===== config.mk =====
export PLATFORM = sky130hd
export DESIGN_NAME = rdma_port_engine
export DESIGN_NICKNAME = d
export VERILOG_FILES = /design/src/rtl/rdma_pkg.sv /design/src/rtl/rdma_win_dec.sv /design/src/rtl/rdma_lane.sv /design/src/rtl/rdma_ptr.sv /design/src/rtl/rdma_port_engine.sv
export SDC_FILE = /design/constraint.sdc
export NUM_CORES = 1
export LEC_CHECK = 0
export BUFFER_PORTS_ARGS = -buffer_cell sky130_fd_sc_hd__clkbuf_2
export CORE_MARGIN = 1
export CORE_UTILIZATION = 50
export CTS_CLUSTER_SIZE = 14
export DETAILED_ROUTE_END_ITERATION = 12
export PLACE_DENSITY = 0.83
export SYNTH_ARGS = -nofsm -noshare
export SYNTH_HDL_FRONTEND = slang
export SYNTH_SLANG_ARGS = --single-unit

===== constraint.sdc =====
create_clock -name clk_i -period 9.3 [get_ports clk_i]
set_input_delay 0.93 -clock clk_i [delete_from_list [all_inputs] [get_ports clk_i]]
set_output_delay 0.93 -clock clk_i [all_outputs]
set_load 0.005 [all_outputs]

===== src/rtl/rdma_pkg.sv =====
package rdma_pkg;
  localparam int unsigned ADDR_W = 16;
  localparam int unsigned CNT_W  = 16;
  localparam int unsigned PAGE_W = 8;
  localparam int unsigned LANES  = 4;
  localparam int unsigned DATA_W = 8 * LANES;

  typedef enum logic [1:0] {
    ACC_BYTE = 2'd0,
    ACC_WORD = 2'd1,
    ACC_LONG = 2'd2
  } acc_e;

  function automatic logic [2:0] acc_step(acc_e a);
    case (a)
      ACC_WORD: return 3'd2;
      ACC_LONG: return 3'd4;
      default:  return 3'd1;
    endcase
  endfunction

  function automatic logic [LANES-1:0] acc_mask(acc_e a);
    case (a)
      ACC_WORD: return LANES'(4'b0011);
      ACC_LONG: return LANES'(4'b1111);
      default:  return LANES'(4'b0001);
    endcase
  endfunction
endpackage


===== src/rtl/rdma_win_dec.sv =====
module rdma_win_dec
  import rdma_pkg::*;
#(
  parameter int unsigned PROM_TOP = 32,
  parameter int unsigned PMEM_LO  = 16384,
  parameter int unsigned PMEM_HI  = 49152
) (
  input  logic [ADDR_W-1:0] addr_i,
  output logic              valid_o
);
  logic [31:0] a32;
  assign a32     = 32'(addr_i);
  assign valid_o = (a32 < PROM_TOP) || ((a32 >= PMEM_LO) && (a32 < PMEM_HI));
endmodule


===== src/rtl/rdma_lane.sv =====
module rdma_lane
  import rdma_pkg::*;
(
  input  acc_e              acc_i,
  input  logic              valid_i,
  input  logic [DATA_W-1:0] port_wdata_i,
  input  logic [DATA_W-1:0] mem_rdata_i,
  output logic [LANES-1:0]  be_o,
  output logic [DATA_W-1:0] mem_wdata_o,
  output logic [DATA_W-1:0] rdata_o
);
  assign be_o = acc_mask(acc_i);

  for (genvar k = 0; k < LANES; k++) begin : g_lane
    assign mem_wdata_o[8*k +: 8] = be_o[k] ? port_wdata_i[8*k +: 8] : 8'h00;
    // invalid window reads float high across the active lanes only
    assign rdata_o[8*k +: 8] = !be_o[k] ? 8'h00 :
                               (valid_i ? mem_rdata_i[8*k +: 8] : 8'hFF);
  end
endmodule


===== src/rtl/rdma_ptr.sv =====
module rdma_ptr
  import rdma_pkg::*;
(
  input  logic              clk_i,
  input  logic              rst_ni,
  input  logic [7:0]        byte_i,
  input  logic              addr_lo_we_i,
  input  logic              addr_hi_we_i,
  input  logic              cnt_lo_we_i,
  input  logic              cnt_hi_we_i,
  input  logic              step_en_i,
  input  logic [2:0]        step_i,
  input  logic [PAGE_W-1:0] start_pg_i,
  input  logic [PAGE_W-1:0] stop_pg_i,
  output logic [ADDR_W-1:0] addr_o,
  output logic [CNT_W-1:0]  cnt_o,
  output logic              term_o
);
  logic [ADDR_W-1:0] addr_q, addr_inc, addr_nxt;
  logic [CNT_W-1:0]  cnt_q, cnt_nxt;

  assign addr_inc = addr_q + ADDR_W'(step_i);
  assign addr_nxt = (addr_inc == {stop_pg_i, 8'h00}) ? {start_pg_i, 8'h00} : addr_inc;
  assign term_o   = step_en_i && (cnt_q <= CNT_W'(step_i));
  assign cnt_nxt  = term_o ? '0 : cnt_q - CNT_W'(step_i);

  always_ff @(posedge clk_i or negedge rst_ni) begin
    if (!rst_ni) begin
      addr_q <= '0;
      cnt_q  <= '0;
    end else begin
      if (addr_lo_we_i) addr_q[7:0]        <= byte_i;
      if (addr_hi_we_i) addr_q[ADDR_W-1:8] <= byte_i;
      if (cnt_lo_we_i)  cnt_q[7:0]         <= byte_i;
      if (cnt_hi_we_i)  cnt_q[CNT_W-1:8]   <= byte_i;
      if (step_en_i) begin
        addr_q <= addr_nxt;
        cnt_q  <= cnt_nxt;
      end
    end
  end

  assign addr_o = addr_q;
  assign cnt_o  = cnt_q;
endmodule


===== src/rtl/rdma_port_engine.sv =====
module rdma_port_engine
  import rdma_pkg::*;
#(
  parameter int unsigned PROM_TOP = 32,
  parameter int unsigned PMEM_LO  = 16384,
  parameter int unsigned PMEM_HI  = 49152
) (
  input  logic              clk_i,
  input  logic              rst_ni,
  input  logic              word_mode_i,
  input  logic              acc_long_i,
  input  logic [7:0]        start_pg_i,
  input  logic [7:0]        stop_pg_i,
  input  logic [7:0]        reg_wdata_i,
  input  logic              addr_lo_we_i,
  input  logic              addr_hi_we_i,
  input  logic              cnt_lo_we_i,
  input  logic              cnt_hi_we_i,
  input  logic              cmd_go_i,
  input  logic              done_clr_i,
  input  logic              port_rd_i,
  input  logic              port_wr_i,
  input  logic [31:0]       port_wdata_i,
  output logic [31:0]       port_rdata_o,
  output logic [15:0]       mem_addr_o,
  output logic              mem_re_o,
  output logic              mem_we_o,
  output logic [3:0]        mem_be_o,
  output logic [31:0]       mem_wdata_o,
  input  logic [31:0]       mem_rdata_i,
  output logic [15:0]       cur_addr_o,
  output logic [15:0]       cur_cnt_o,
  output logic              done_o
);
  acc_e              acc;
  logic              any_ld, cnt_zero, acc_rd, acc_wr, step_en, term, valid;
  logic [ADDR_W-1:0] addr;
  logic [CNT_W-1:0]  cnt;
  logic [DATA_W-1:0] lane_rdata;
  logic [DATA_W-1:0] rdata_q;
  logic              done_q, done_set;

  assign acc      = acc_long_i ? ACC_LONG : (word_mode_i ? ACC_WORD : ACC_BYTE);
  assign any_ld   = addr_lo_we_i | addr_hi_we_i | cnt_lo_we_i | cnt_hi_we_i;
  assign cnt_zero = (cnt == '0);
  assign acc_rd   = port_rd_i & ~any_ld;
  assign acc_wr   = port_wr_i & ~any_ld & ~cnt_zero;
  assign step_en  = acc_rd | acc_wr;

  rdma_ptr u_ptr (
    .clk_i        (clk_i),
    .rst_ni       (rst_ni),
    .byte_i       (reg_wdata_i),
    .addr_lo_we_i (addr_lo_we_i),
    .addr_hi_we_i (addr_hi_we_i),
    .cnt_lo_we_i  (cnt_lo_we_i),
    .cnt_hi_we_i  (cnt_hi_we_i),
    .step_en_i    (step_en),
    .step_i       (acc_step(acc)),
    .start_pg_i   (start_pg_i),
    .stop_pg_i    (stop_pg_i),
    .addr_o       (addr),
    .cnt_o        (cnt),
    .term_o       (term)
  );

  // wide accesses land on an even byte; the stored address keeps its raw value
  assign mem_addr_o = (acc == ACC_BYTE) ? addr : {addr[ADDR_W-1:1], 1'b0};

  rdma_win_dec #(
    .PROM_TOP (PROM_TOP),
    .PMEM_LO  (PMEM_LO),
    .PMEM_HI  (PMEM_HI)
  ) u_win (
    .addr_i  (mem_addr_o),
    .valid_o (valid)
  );

  rdma_lane u_lane (
    .acc_i        (acc),
    .valid_i      (valid),
    .port_wdata_i (port_wdata_i),
    .mem_rdata_i  (mem_rdata_i),
    .be_o         (mem_be_o),
    .mem_wdata_o  (mem_wdata_o),
    .rdata_o      (lane_rdata)
  );

  assign mem_re_o = acc_rd & valid;
  assign mem_we_o = acc_wr & valid;

  assign done_set = term | (cmd_go_i & cnt_zero);

  always_ff @(posedge clk_i or negedge rst_ni) begin
    if (!rst_ni) begin
      rdata_q <= '0;
      done_q  <= 1'b0;
    end else begin
      if (acc_rd) rdata_q <= lane_rdata;
      done_q <= done_set | (done_q & ~done_clr_i);
    end
  end

  assign port_rdata_o = rdata_q;
  assign cur_addr_o   = addr;
  assign cur_cnt_o    = cnt;
  assign done_o       = done_q;
endmodule


### Yosys cells after proc, flatten, opt, wreduce, memory -nomap -nowiden

Index checks and enable logic that the tools add are counted.

| operators by class | value |
|---|---|
| eq/ne operators | 3 |
| div/mod/pow operators | 0 |
| $mul | 0 |
| mux-type cells | 25 |
| reduce and logical (&&, ||, !) cells | 9 |
| bitwise gates (word level) | 16 |
| add/subtract/negate cells | 2 |
| magnitude comparators | 4 |
| shift operators | 0 |

Operators by type and width:

| cell | count |
|---|---|
| 8-bit 2-to-1 mux | 16 |
| 16-bit 2-to-1 mux | 4 |
| 16-bit by 3-bit adder with 16-bit output | 1 |
| 16-bit == test | 1 |
| 16-bit by 15-bit greater-or-equal comparator with 1-bit output, second input constant | 1 |
| 16-bit by 3-bit <= comparator with 1-bit output | 1 |
| 16-bit zero test | 1 |
| 16-bit less-than comparator, second input constant | 1 |
| 16-bit by 6-bit less-than comparator with 1-bit output, second input constant | 1 |
| 16-bit by 3-bit subtractor with 16-bit output | 1 |
| 4-bit case mux with 2 select lines | 1 |
| 2-bit nonzero test | 4 |
| 1-bit AND | 7 |
| 1-bit OR | 6 |
| 3-bit case mux with 2 select lines | 1 |
| 1-bit inverter | 3 |
| 2-bit by 1-bit == test with 1-bit output, second input constant | 1 |
| 2-bit == test, second input constant | 1 |
| 1-bit logical AND | 2 |
| 2-bit zero test | 1 |
| 1-bit 2-to-1 mux | 2 |
| 2-bit 2-to-1 mux | 1 |
| 1-bit logical OR | 1 |

| storage, ports and cells | value |
|---|---|
| bits in latches | 0 |
| word-level logic and storage cells | 65 |
| register bits after elaboration | 65 |
| output and inout bits | 119 |
| memory bits (writable) | 0 |
| bits of input ports | 100 |
| ROM bits | 0 |
| memories | 0 |

### Depth between registers and ports, before layout

Gate-level depths: netlist of run 1.

| logic depth | value |
|---|---|
| depth in word-level cells | 10 |
| mapped depth | 12 |

### By module

From an unflattened synthesis of run 1, not the netlist that was laid out.

| second synthesis, totals | value |
|---|---|
| cell total of the unflattened synthesis | 498 |
| area, all modules | 4999.8 sq um |

Modules (own cells, without submodules):

| module | cells each | times used | seq. area each (sq um) | area an instance (sq um) |
|---|---|---|---|---|
| rdma_ptr | 292 | 1 | 800.8 | 2672.6 |
| rdma_port_engine | 101 | 1 | 825.8 | 1554.0 |
| rdma_lane | 101 | 1 | 0.0 | 733.2 |
| rdma_win_dec | 4 | 1 | 0.0 | 40.0 |

### Worst setup path after synthesis of run 1

Ideal clock, no wire load.

| timing path | value |
|---|---|
| path type | input -> register |
| start point | input port word_mode_i |
| end point | register u_ptr.addr_q[14] (netlist: u_ptr.addr_o[14]) |
| arrival time | 3.681 ns |
| stages on the path | 11 |
| path buffers | 1 |
| setup slack | 5.499 ns |
| setup time | 0.120 ns |
| path through | nor2_1 ha_1 fa_1 a21oi_2 or4_1 a21oi_1 a2111oi_4 o2111ai_2 buf_6 or4_1 a31o_1 |

| on the way | value |
|---|---|
| cells in the longest elaborated chain, start to end | 8 |

RTL lines:

| what | RTL line | RTL |
|---|---|---|
| start, declared | rdma_port_engine.sv:10 | `input logic word_mode_i,` |
| 1-bit 2-to-1 mux (*) | rdma_port_engine.sv:43 | `assign acc = acc_long_i ? ACC_LONG : (word_mode_i ? ACC_WORD : ACC_BYTE);` |
| 2-bit 2-to-1 mux (*) | rdma_port_engine.sv:43 |  |
| 2-bit == test or 2-bit by 1-bit == test with 1-bit output (tied branches) | rdma_pkg.sv:15 | `case (a)` |
| 3-bit case mux with 2 select lines (*) | rdma_pkg.sv:15 |  |
| 16-bit by 3-bit adder with 16-bit output (*) | rdma_ptr.sv:22 | `assign addr_inc = addr_q + ADDR_W'(step_i);` |
| 16-bit == test | rdma_ptr.sv:23 | `assign addr_nxt = (addr_inc == {stop_pg_i, 8'h00}) ? {start_pg_i, 8'h00} : addr_inc;` |
| 16-bit 2-to-1 mux (*) | rdma_ptr.sv:23 |  |
| 16-bit 2-to-1 mux (*) | rdma_ptr.sv:36 | `if (step_en_i) begin` |
| end signal, assigned by index | rdma_ptr.sv:33 | `if (addr_hi_we_i) addr_q[ADDR_W-1:8] <= byte_i;` |
| end signal, assigned | rdma_ptr.sv:37 | `addr_q <= addr_nxt;` |
| end, declared | rdma_ptr.sv:19 | `logic [ADDR_W-1:0] addr_q, addr_inc, addr_nxt;` |

Mark *: on every way between the ends. The rest lies on a longest branch, timed or not.
A chain may end at the register's enable or synchronous reset.

### Worst setup path after layout of run 1

| timing path | value |
|---|---|
| start point | input port acc_long_i |
| end point | register u_ptr.addr_q[12] (netlist: u_ptr.addr_o[12]) |

| on the way | value |
|---|---|
| cells in the longest elaborated chain, start to end | 7 |

RTL lines:

| what | RTL line | RTL |
|---|---|---|
| start, declared | rdma_port_engine.sv:11 | `input logic acc_long_i,` |
| 2-bit 2-to-1 mux (*) | rdma_port_engine.sv:43 |  |
| 2-bit == test or 2-bit by 1-bit == test with 1-bit output (tied branches) | rdma_pkg.sv:15 |  |
| 3-bit case mux with 2 select lines (*) | rdma_pkg.sv:15 |  |
| 16-bit by 3-bit adder with 16-bit output (*) | rdma_ptr.sv:22 |  |
| 16-bit == test | rdma_ptr.sv:23 |  |
| 16-bit 2-to-1 mux (*) | rdma_ptr.sv:23 |  |
| 16-bit 2-to-1 mux (*) | rdma_ptr.sv:36 |  |

Marks and branches as above.

==> results of run 1 <==
[area by class of cell]
type | count | area share, %
repair buffers | 204 | 18.4
inverters | 13 | 0.872
flip-flops and latches | 65 | 29.1
clock buffers | 10 | 2.28
multi-input cells | 412 | 45.3
well taps | 108 | 2.42
clock inverters | 6 | 1.63
[cell families (layout without fill, tap and decap cells)]
| family | Yosys count | after routing | share of synthesized area (%) |
|---|---|---|---|
| AOI/OAI and AO/OA | 161 | 161 | 22.5 |
| xor gates and xnor gates | 16 | 16 | 3.68 |
| adders and majority gates | 10 | 10 | 3.08 |
| buffers and inverters | 76 | 233 | 8.76 |
| DFF | 65 | 65 | 35.7 |
| muxes | 13 | 13 | 2.88 |
| other | 1 | 1 | 0.0823 |
| and+or+nand+nor | 211 | 211 | 23.3 |
[worst max-delay path by stage]
stage                       endpoint  slack (ps)
global placement    u_ptr.addr_o[12]        4510
floorplan           u_ptr.addr_o[14]        5500
global route        u_ptr.addr_o[14]        4350
CTS                 u_ptr.addr_o[12]        4690
finish              u_ptr.addr_o[12]        4620
detailed placement  u_ptr.addr_o[12]        4340
[metal layers]
layer	wire length [um]	global-route usage, %
met5	0	0
met4	395	11.3
met3	939	3.38
met2	6700	48.4
met1	5390	36.6
[cell usage after synthesis (3+ instances only)]
cell,instances,area [sq um]
o21ai_0,82,410
nand2_1,69,259
dfrtp_1,65,1630
nor2_1,44,165
clkbuf_1,29,109
and2_1,28,175
buf_4,26,195
a21oi_1,20,100
inv_1,13,48.8
mux2i_1,12,120
nor3_1,10,50.1
nor4_1,9,56.3
or4_1,9,67.6
ha_1,8,100
xnor2_1,8,70.1
nand3_1,7,35.0
buf_2,6,30.0
xor2_1,6,52.6
nand2b_1,5,31.3
nor2b_1,5,31.3
o31ai_1,5,37.5
or2_2,5,31.3
a21o_1,4,30.0
a31o_1,4,35.0
nand4_1,4,25.0
o21a_1,4,30.0
o22ai_1,4,25.0
o41ai_1,4,35.0
or3_1,4,25.0
a211oi_1,3,22.5
o211ai_1,3,22.5
o221a_2,3,33.8
[state kept, by name, indices dropped and copies added, names as in the netlist]
name	cells
done_o	1
port_rdata_o	32
u_ptr.cnt_o	16
u_ptr.addr_o	16
[where the power goes]
part	leakage [nW]	switching, mW	total [mW]	internal [mW]
Combinational	1.79	0.154	0.280	0.127
Sequential	0.801	0.0531	0.385	0.332
Clock	0.111	0.115	0.268	0.152
Total	2.70	0.322	0.933	0.611
[metrics by stage]
stage | std cells | instance area (sq um)
after global placement | 802 | 5380
after detailed placement | 802 | 5380
after floorplan | 553 | 4560
final | 818 | 5590
after global routing | 818 | 5590
after CTS | 818 | 5590
[worst max-delay path, cell delays in order]
cell,delay [ps]
clkbuf_2,450
nor2_1,170
ha_1,290
fa_1,510
a21oi_2,430
o32ai_1,130
or3_1,350
nor3_1,300
nand4_1,480
or4_1,620
a31o_2,250
==> flow_summary.yaml, run 1 <==
outcome:
  status: "completed"
placed_design:
  dp_hpwl_mm: 9.94
  gp_routability_congestion: 0.945
  place_ws_ps: 4340
  io_buffers: 201
floorplan:
  io_pins: 219
  rows: 34
  die_x_um: 97.5
  die_y_um: 97.5
  core_sq_um: 8760
  initial_core_util_pct: 52.0
  die-area_sq_um: 9500
global_route:
  grt_pass1_wl_mm: 21.8
  grt_pass1_vias: 4406
  grt_antenna_before_repair: 0
  grt-ovfl-total: 0
  grt_max_degree: 70
  grt.total_usage_pct: 28.3
clock_tree:
  cts-buffers-inserted: 9
  cts.path.max_buffers: 2
  ctsRootBufferMaster: "clkbuf_8"
  cts_hold_buf: 0
  postCtsSetupBuffers: 0
  htreeDepth: 3
  cts_tree: "done"
  clkLatencyLatePin_ps: 350
  cts_sinks: 65
  cts_resized: 0
  path_clk_slew_ps: 80
critical_path:
  arrival_ps: 4920
  critPathKind: "primary input to register"
  r2r_end: "u_ptr.addr_o[12]"
  cp_max_fo: 37
  start_kind: "primary input"
  cp.required_ps: 9540
  crit_path_end_kind: "register"
  r2r-start: "u_ptr.addr_o[0]"
  cp-startpoint: "acc_long_i"
  r2r_slack_ps: 5470
  r2r_cells: 9
drt:
  route.detailed.wl_per_inst_um: 16.4
  drt_iter0_drc: 238
  via_per_inst: 5.83
  dr.pass1.iters: 5
  vias: 4767
  drc: 0
  wirelength_mm: 13.4
  antenna_left: 0
sta:
  fin_setup_tns_ps: 0
  setup_viol: 0
  tightest_slew_ps: 1000
  fin_hold_ws_ps: 484
  fmax_mhz: 214
  period_share_pct: 50.3
  maxSlewViolCount: 0
  finClkSkew_ps: 10.2
  post-route-min-period_ps: 4680
  rsz0062_at_grt: "no"
  worst_slack_ps: 4620
  max_slew_margin_pct: 33.1
  hold_violations: 0
synth:
  yosysWarningCount: 0
  seq_area_frac_synth_pct: 35.7
  synthCells: 553
  synth_nets: 663
  ys_async_sr_fraction_pct: 100
  synth_area_per_cell_sq_um: 8.24
  synth_cell_types: 66
  yosys_register_bits: 65
  ys.flop_type: "dfrtp_1"
  syn_area_sq_um: 4560
  synth-edff-count: 0
power:
  ir_drop_v: 0.0000765
  leakage_nw: 2.70
  power.density_nw_per_um2: 167
  finalPower_uw: 933
layout:
  nFillCells: 765
  final_nets: 815
  antenna_cells: 0
  area_delta_synth_final_pct: 22.8
  layout_common_cells: "201 x clkbuf_2, 82 x o21ai_0, 68 x nand2_1"
  multi_input_area_sq_um: 2540
  layout_commonest_cell: "clkbuf_2"
  register_area_sq_um: 1630
  drive_above_1_share_pct: 33.8
  fin_util_pct: 63.8
min_path:
  hold_path_depth: 2
  hold_class: "register to register"
  whs_endpoint: "port_rdata_o[25]"
  min_from: "port_rdata_o[25]"
job:
  drv_cap: 0
Power figures use the tool's default switching activity.
==> run 2: changes to the inputs <==
--- a/config.mk
+++ b/config.mk
@@ -7,10 +7,10 @@
 export LEC_CHECK = 0
 export BUFFER_PORTS_ARGS = -buffer_cell sky130_fd_sc_hd__clkbuf_2
 export CORE_MARGIN = 1
-export CORE_UTILIZATION = 50
+export CORE_UTILIZATION = 47
 export CTS_CLUSTER_SIZE = 14
 export DETAILED_ROUTE_END_ITERATION = 12
-export PLACE_DENSITY = 0.83
+export PLACE_DENSITY = 0.78
 export SYNTH_ARGS = -nofsm -noshare
 export SYNTH_HDL_FRONTEND = slang
 export SYNTH_SLANG_ARGS = --single-unit
==> constraint.sdc (replaced) <==
create_clock -name clk_i -period 4.4 [get_ports clk_i]
set_input_delay 0.44 -clock clk_i [delete_from_list [all_inputs] [get_ports clk_i]]
set_output_delay 0.44 -clock clk_i [all_outputs]
set_load 0.005 [all_outputs]
==> run 2 against run 1 <==
  * Non-clock buffer count increased by 3
  * Critical endpoint unchanged
  * Flip-flop and latch count unchanged
  * Critical path type is now register to register
  * Via count decreased by 0.10%
  * Setup slack got worse by 3800 ps
  * Highest routed layer unchanged
  * Critical path depth decreased by 2
  * Die area increased by 6.3%
  * Clock-buffer cell count unchanged
  * Largest cell class unchanged
  * Sequential share of layout area decreased by 0.21 points
==> flow_summary.yaml, run 2 (synthesis results as in run 1) <==
outcome:
  status: "completed"
critical_path:
  cp_max_fo: 13
  worst_path_most_repeated_cell: "or4_1"
  arrival_ps: 3820
  cp.required_ps: 4640
  critPathKind: "register to register"
  crit_path_cell_trace: "ha_1 > fa_1 > a21oi_2 > or4_1 > a21oi_1 > a2111oi_4 > o2111ai_2 > or4_1 > a31o_2"
  start_kind: "register"
  r2r_cells: 9
  slowest_stage: "or4_1"
  cpPeakStageDelay_ps: 590
  crit_path_end_kind: "register"
floorplan:
  die_x_um: 100
  die_y_um: 100
  rows: 35
  core_sq_um: 9330
  die-area_sq_um: 10100
  initial_core_util_pct: 48.8
  io_pins: 219
clock_tree:
  cts_tree: "done"
  path_clk_slew_ps: 80
  postCtsSetupBuffers: 0
  ctsRootBufferMaster: "clkbuf_8"
  cts_hold_buf: 0
  htreeDepth: 3
  clkLatencyLatePin_ps: 350
  cts-buffers-inserted: 9
  cts.path.max_buffers: 2
  cts_sinks: 65
  cts_resized: 0
sta:
  rsz0062_at_grt: "no"
  worst_slack_ps: 819
  fin_setup_tns_ps: 0
  maxSlewViolCount: 0
  fmax_mhz: 279
  tightest_slew_ps: 919
  post-route-min-period_ps: 3580
  max_slew_margin_pct: 38.7
  setup_viol: 0
  finClkSkew_ps: 12.9
  hold_violations: 0
  period_share_pct: 81.4
power:
  ir_drop_v: 0.000145
  leakage_nw: 2.71
  power.density_nw_per_um2: 345
drt:
  route.detailed.wl_per_inst_um: 16.1
  drt_iter0_drc: 269
  via_per_inst: 5.66
  drc: 0
  antenna_left: 0
  dr.pass1.iters: 4
  vias: 4762
  wirelength_mm: 13.5
layout:
  layout_commonest_cell: "clkbuf_2"
  area_delta_synth_final_pct: 23.7
  layout_common_cells: "201 x clkbuf_2, 82 x o21ai_0, 68 x nand2_1"
  largest_reg_flops: 32
  drive_above_1_share_pct: 34.2
  antenna_cells: 0
  final_nets: 818
job:
  drv_cap: 0
global_route:
  grt_max_degree: 70
  grt_pass1_vias: 4366
  grt_pass1_wl_mm: 21.3
  grt.total_usage_pct: 26.8
  grt_antenna_before_repair: 0
  grt-ovfl-total: 0
placed_design:
  gp_routability_congestion: 0.953
  place_ws_ps: 607
  dp_hpwl_mm: 10.1
  io_buffers: 201
min_path:
  hold_class: "primary input to async pin"
-- run 2: routing by layer --
metal | part of all wire, % | vias up | track usage, %
met5 | 0 | - | 0
met4 | 3.1 | 0 | 12.2
met3 | 7.9 | 43 | 5.62
met2 | 49 | 244 | 44.2
met1 | 40 | 2214 | 34.0
li1 | - | 2261 | -
-- run 2: layout make-up --
cell class	count	area, sq um
Multi-Input combinational cell	412	2540
Tap cell	129	161
Clock inverter	6	72.6
Inverter	13	48.8
Timing Repair Buffer	207	1050
Fill cell	843	3690
Clock buffer	10	138
Sequential cell	65	1630
-- run 2: path summary, 6_finish.rpt --
path | from | to | slack [ps]
worst max-delay path | u_ptr.addr_o[0] | u_ptr.addr_o[12] | 820
worst min-delay path | rst_ni | port_rdata_o[18] | 210
worst max register to register | u_ptr.addr_o[0] | u_ptr.addr_o[12] | 820
worst min register to register | port_rdata_o[8] | port_rdata_o[8] | 480
max in group asynchronous | rst_ni | u_ptr.cnt_o[7] | 3240
min in group clk_i | mem_rdata_i[1] | port_rdata_o[1] | 370
-- run 2: worst max-delay path, delay by kind of cell, from the launching register on --
kind	cells	cell delay, ps
AOI/OAI and AO/OA	5	1540
adders and majority gates	2	760
DFF	1	400
and+or+nand+nor	2	780
-- run 2: metrics by stage --
stage	instances	power [mW]	hold WS, ps	cell area [sq um]	utilization [%]
after floorplan	553	1.15	144	4560	-
after global placement	826	1.39	465	5420	58.1
after detailed placement	826	1.41	469	5420	58.1
after CTS	842	1.95	231	5630	60.4
after global routing	842	2.06	263	5630	60.4
final	842	1.94	209	5630	60.4
-- run 2: power by group --
group	switching (mW)	leakage (nW)	internal (mW)
Combinational	0.320	1.80	0.269
Clock	0.255	0.104	0.284
Sequential	0.112	0.801	0.702
==> run 3: changes to the inputs <==
--- a/config.mk
+++ b/config.mk
@@ -5,12 +5,13 @@
 export SDC_FILE = /design/constraint.sdc
 export NUM_CORES = 1
 export LEC_CHECK = 0
+export ABC_AREA = 1
 export BUFFER_PORTS_ARGS = -buffer_cell sky130_fd_sc_hd__clkbuf_2
 export CORE_MARGIN = 1
-export CORE_UTILIZATION = 47
+export CORE_UTILIZATION = 42
 export CTS_CLUSTER_SIZE = 14
 export DETAILED_ROUTE_END_ITERATION = 12
-export PLACE_DENSITY = 0.78
+export PLACE_DENSITY = 0.74
 export SYNTH_ARGS = -nofsm -noshare
 export SYNTH_HDL_FRONTEND = slang
 export SYNTH_SLANG_ARGS = --single-unit
==> constraint.sdc (replaced) <==
create_clock -name clk_i -period 2.9 [get_ports clk_i]
set_input_delay 0.29 -clock clk_i [delete_from_list [all_inputs] [get_ports clk_i]]
set_output_delay 0.29 -clock clk_i [all_outputs]
set_load 0.005 [all_outputs]
==> run 3 against run 2 <==
  * The flow now finishes with violations (negative hold slack)
  * Flip-flop and latch count unchanged
  * Clock power up 61%
  * Largest power group unchanged
  * Worst hold slack lost 210 ps
  * Synthesized cell count up 16%
  * Utilization fell by 5.9 points
  * Clock-buffer cell count decreased by 1
  * Global-route usage is 2.0 points lower
  * Non-clock buffer count up 3
  * Critical path type unchanged
  * Largest cell class unchanged
  * Critical path depth grew 5
  * Combinational power up 46%
==> flow_summary.yaml, run 3 <==
floorplan:
  die_y_um: 105
  rows: 37
  die_x_um: 105
  initial_core_util_pct: 43.2
  die-area_sq_um: 11000
  io_pins: 219
  core_sq_um: 10300
global_route:
  grt_pass1_wl_mm: 21.3
  grt.total_usage_pct: 24.8
  grt-ovfl-total: 0
  grt.met1_usage_pct: 30.8
  grt_pass1_vias: 4325
  grt_busiest_layer: "met2"
  met3_usage_pct: 5.24
  grt_antenna_before_repair: 0
  grt_max_degree: 35
  grt_use_met2_pct: 42.2
clock_tree:
  cts_tree: "done"
  path_clk_slew_ps: 80
  ctsRootBufferMaster: "clkbuf_8"
  cts.path.max_buffers: 2
  htreeDepth: 3
  clkLatencyLatePin_ps: 360
  cts-buffers-inserted: 9
  cts_sinks: 65
layout:
  nFillCells: 1090
  drive_above_1_share_pct: 31.8
  fin_util_pct: 54.6
  final_nets: 929
  antenna_cells: 0
  multi_input_area_sq_um: 2250
  layout_common_cells: "200 x clkbuf_2, 168 x nand2_1, 92 x nor2_1"
  area_delta_synth_final_pct: 26.3
  register_area_sq_um: 1630
  largest_reg_flops: 32
  layout_commonest_cell: "clkbuf_2"
sta:
  worst_slack_ps: 285
  fin_hold_ws_ps: -5.56
  period_share_pct: 90.2
  finClkSkew_ps: 12.0
  maxSlewViolCount: 0
  setup_viol: 0
  post-route-min-period_ps: 2610
  hold_violations: 7
  fin_setup_tns_ps: 0
  max_slew_margin_pct: 49.9
  fmax_mhz: 382
  rsz0062_at_grt: "no"
  tightest_slew_ps: 752
min_path:
  hold_class: "primary input to async pin"
synth:
  synth.top_cell.area_share_pct: 36.5
  synth-edff-count: 0
  yosys_register_bits: 65
  syn_area_sq_um: 4460
  ys.flop_type: "dfrtp_1"
  synth_commonest_cells: "168 x nand2_1, 93 x nor2_1, 71 x inv_1"
  yosysMostFrequentCell: "nand2_1"
  synth_area_per_cell_sq_um: 6.95
  yosys.area.top_type: "dfrtp_1"
  seq_area_frac_synth_pct: 36.5
  synth_cell_types: 42
  synth_area_leaders: "dfrtp_1 36%, nand2_1 14%, nor2_1 7.8%"
  synthCells: 642
  synth_nets: 752
  ys_async_sr_fraction_pct: 100
  yosysWarningCount: 0
power:
  power_switching_mw: 1.04
  combPwrFrac_pct: 29.1
  clock_power_share_pct: 29.5
  ir_drop_v: 0.000223
  p_sw_share_pct: 35.1
  cellInternalPower_mw: 1.92
  leakage_nw: 3.19
  power.density_nw_per_um2: 524
  finalPower_mw: 2.95
  power_frac_seq_pct: 41.5
drt:
  drc: 0
  wirelength_mm: 13.5
  antenna_left: 0
  dr.pass1.iters: 4
  route.detailed.wl_per_inst_um: 14.0
  vias: 4771
  via_per_inst: 4.97
  drt_iter0_drc: 405
placed_design:
  place_ws_ps: 166
  io_buffers: 201
  dp_hpwl_mm: 10.6
  gp_routability_congestion: 0.927
critical_path:
  arrival_ps: 2890
  start_kind: "register"
  cp-startpoint: "u_ptr.addr_o[0]"
  crit_path_end_kind: "register"
  cp_max_fo: 9
  cp.required_ps: 3180
  r2r-start: "u_ptr.addr_o[0]"
  critPathKind: "register to register"
outcome:
  violations: "negative hold slack"
  status: "finished, violations left"
job:
  drv_cap: 0
run 3: cell types whose count changed after synthesis, moves of 12 or more:
cell	before	now
o21ai_0	82	35
mux2i_1	12	0
inv_1	13	71
nand3_1	7	39
a31oi_1	2	17
and2_1	28	0
nand2_1	69	168
o21ai_1	0	12
nor2_1	44	93
clkbuf_1	29	10
run 3: path summary, 6_finish.rpt:
check / endpoint / slack (ps) / cells after the start
min: u_ptr.cnt_o[15] / -6 / 1
min in group clk_i: done_o / 150 / 2
max in group asynchronous: port_rdata_o[0] / 2140 / 2
max reg2reg: u_ptr.addr_o[14] / 290 / 14
max: u_ptr.addr_o[14] / 290 / 14
min reg2reg: port_rdata_o[4] / 490 / 2
run 3: final cells by class:
cell class	count	area share, %
flip-flops and latches	65	28.9
clock inverters	7	1.69
inverters	78	5.20
clock buffers	9	2.20
repair buffers	210	19.1
multi-input cells	455	39.9
well taps	136	3.02
run 3: cell families (layout without fill, tap and decap cells):
group | count (synthesis) | in the layout | synth area share [%]
buffers and inverters | 122 | 304 | 13.2
other | 1 | 1 | 0.0841
and+or+nand+nor | 350 | 350 | 35.1
AOI/OAI and AO/OA | 87 | 87 | 10.6
adders and majority gates | 10 | 10 | 3.14
xor gates and xnor gates | 7 | 7 | 1.37
DFF | 65 | 65 | 36.5
run 3: worst max-delay path, stage by stage (launching register included):
cell and delay (ps):
dfrtp_1 410, ha_2 210, fa_1 500, or2_2 290, nor2_1 100, nand3_1 70
nor2_1 110, nand2_1 60, nor2_1 120, nand2_2 100, nor2_8 160, nand2_4 100
nand2_1 80, nand3_1 60, a21oi_1 170
run 3: layer usage:
layer / up-vias / wire, um
met3: 25 / 1100
met5: - / 0
met4: 0 / 291
li1: 2370 / -
met2: 207 / 6500
met1: 2169 / 5570
run 3: power groups by stage:
stage	Clock, mW	Combinational [mW]	Sequential, mW
3_5_place_dp	0	0.862	1.24
5_1_grt	0.913	0.977	1.24
2_1_floorplan	0	0.488	1.22
3_3_place_gp	0	0.852	1.24
6_report	0.870	0.859	1.22
4_1_cts	0.878	0.867	1.22
run 3: what timing repair did:
action | CTS | global route
gates resized for setup | 0 | 1
setup endpoints to repair | 0 | 1
setup buffers | 0 | 0
hold buffers | 0 | 0
run 3: stage by stage:
step / instances / hold slack (ps) / instance area [sq um]
2_1_floorplan: 642 / -5.59 / 4460
3_3_place_gp: 944 / 385 / 5410
3_5_place_dp: 944 / 396 / 5410
4_1_cts: 960 / 13.5 / 5630
5_1_grt: 960 / 42.2 / 5630
6_report: 960 / -5.56 / 5630
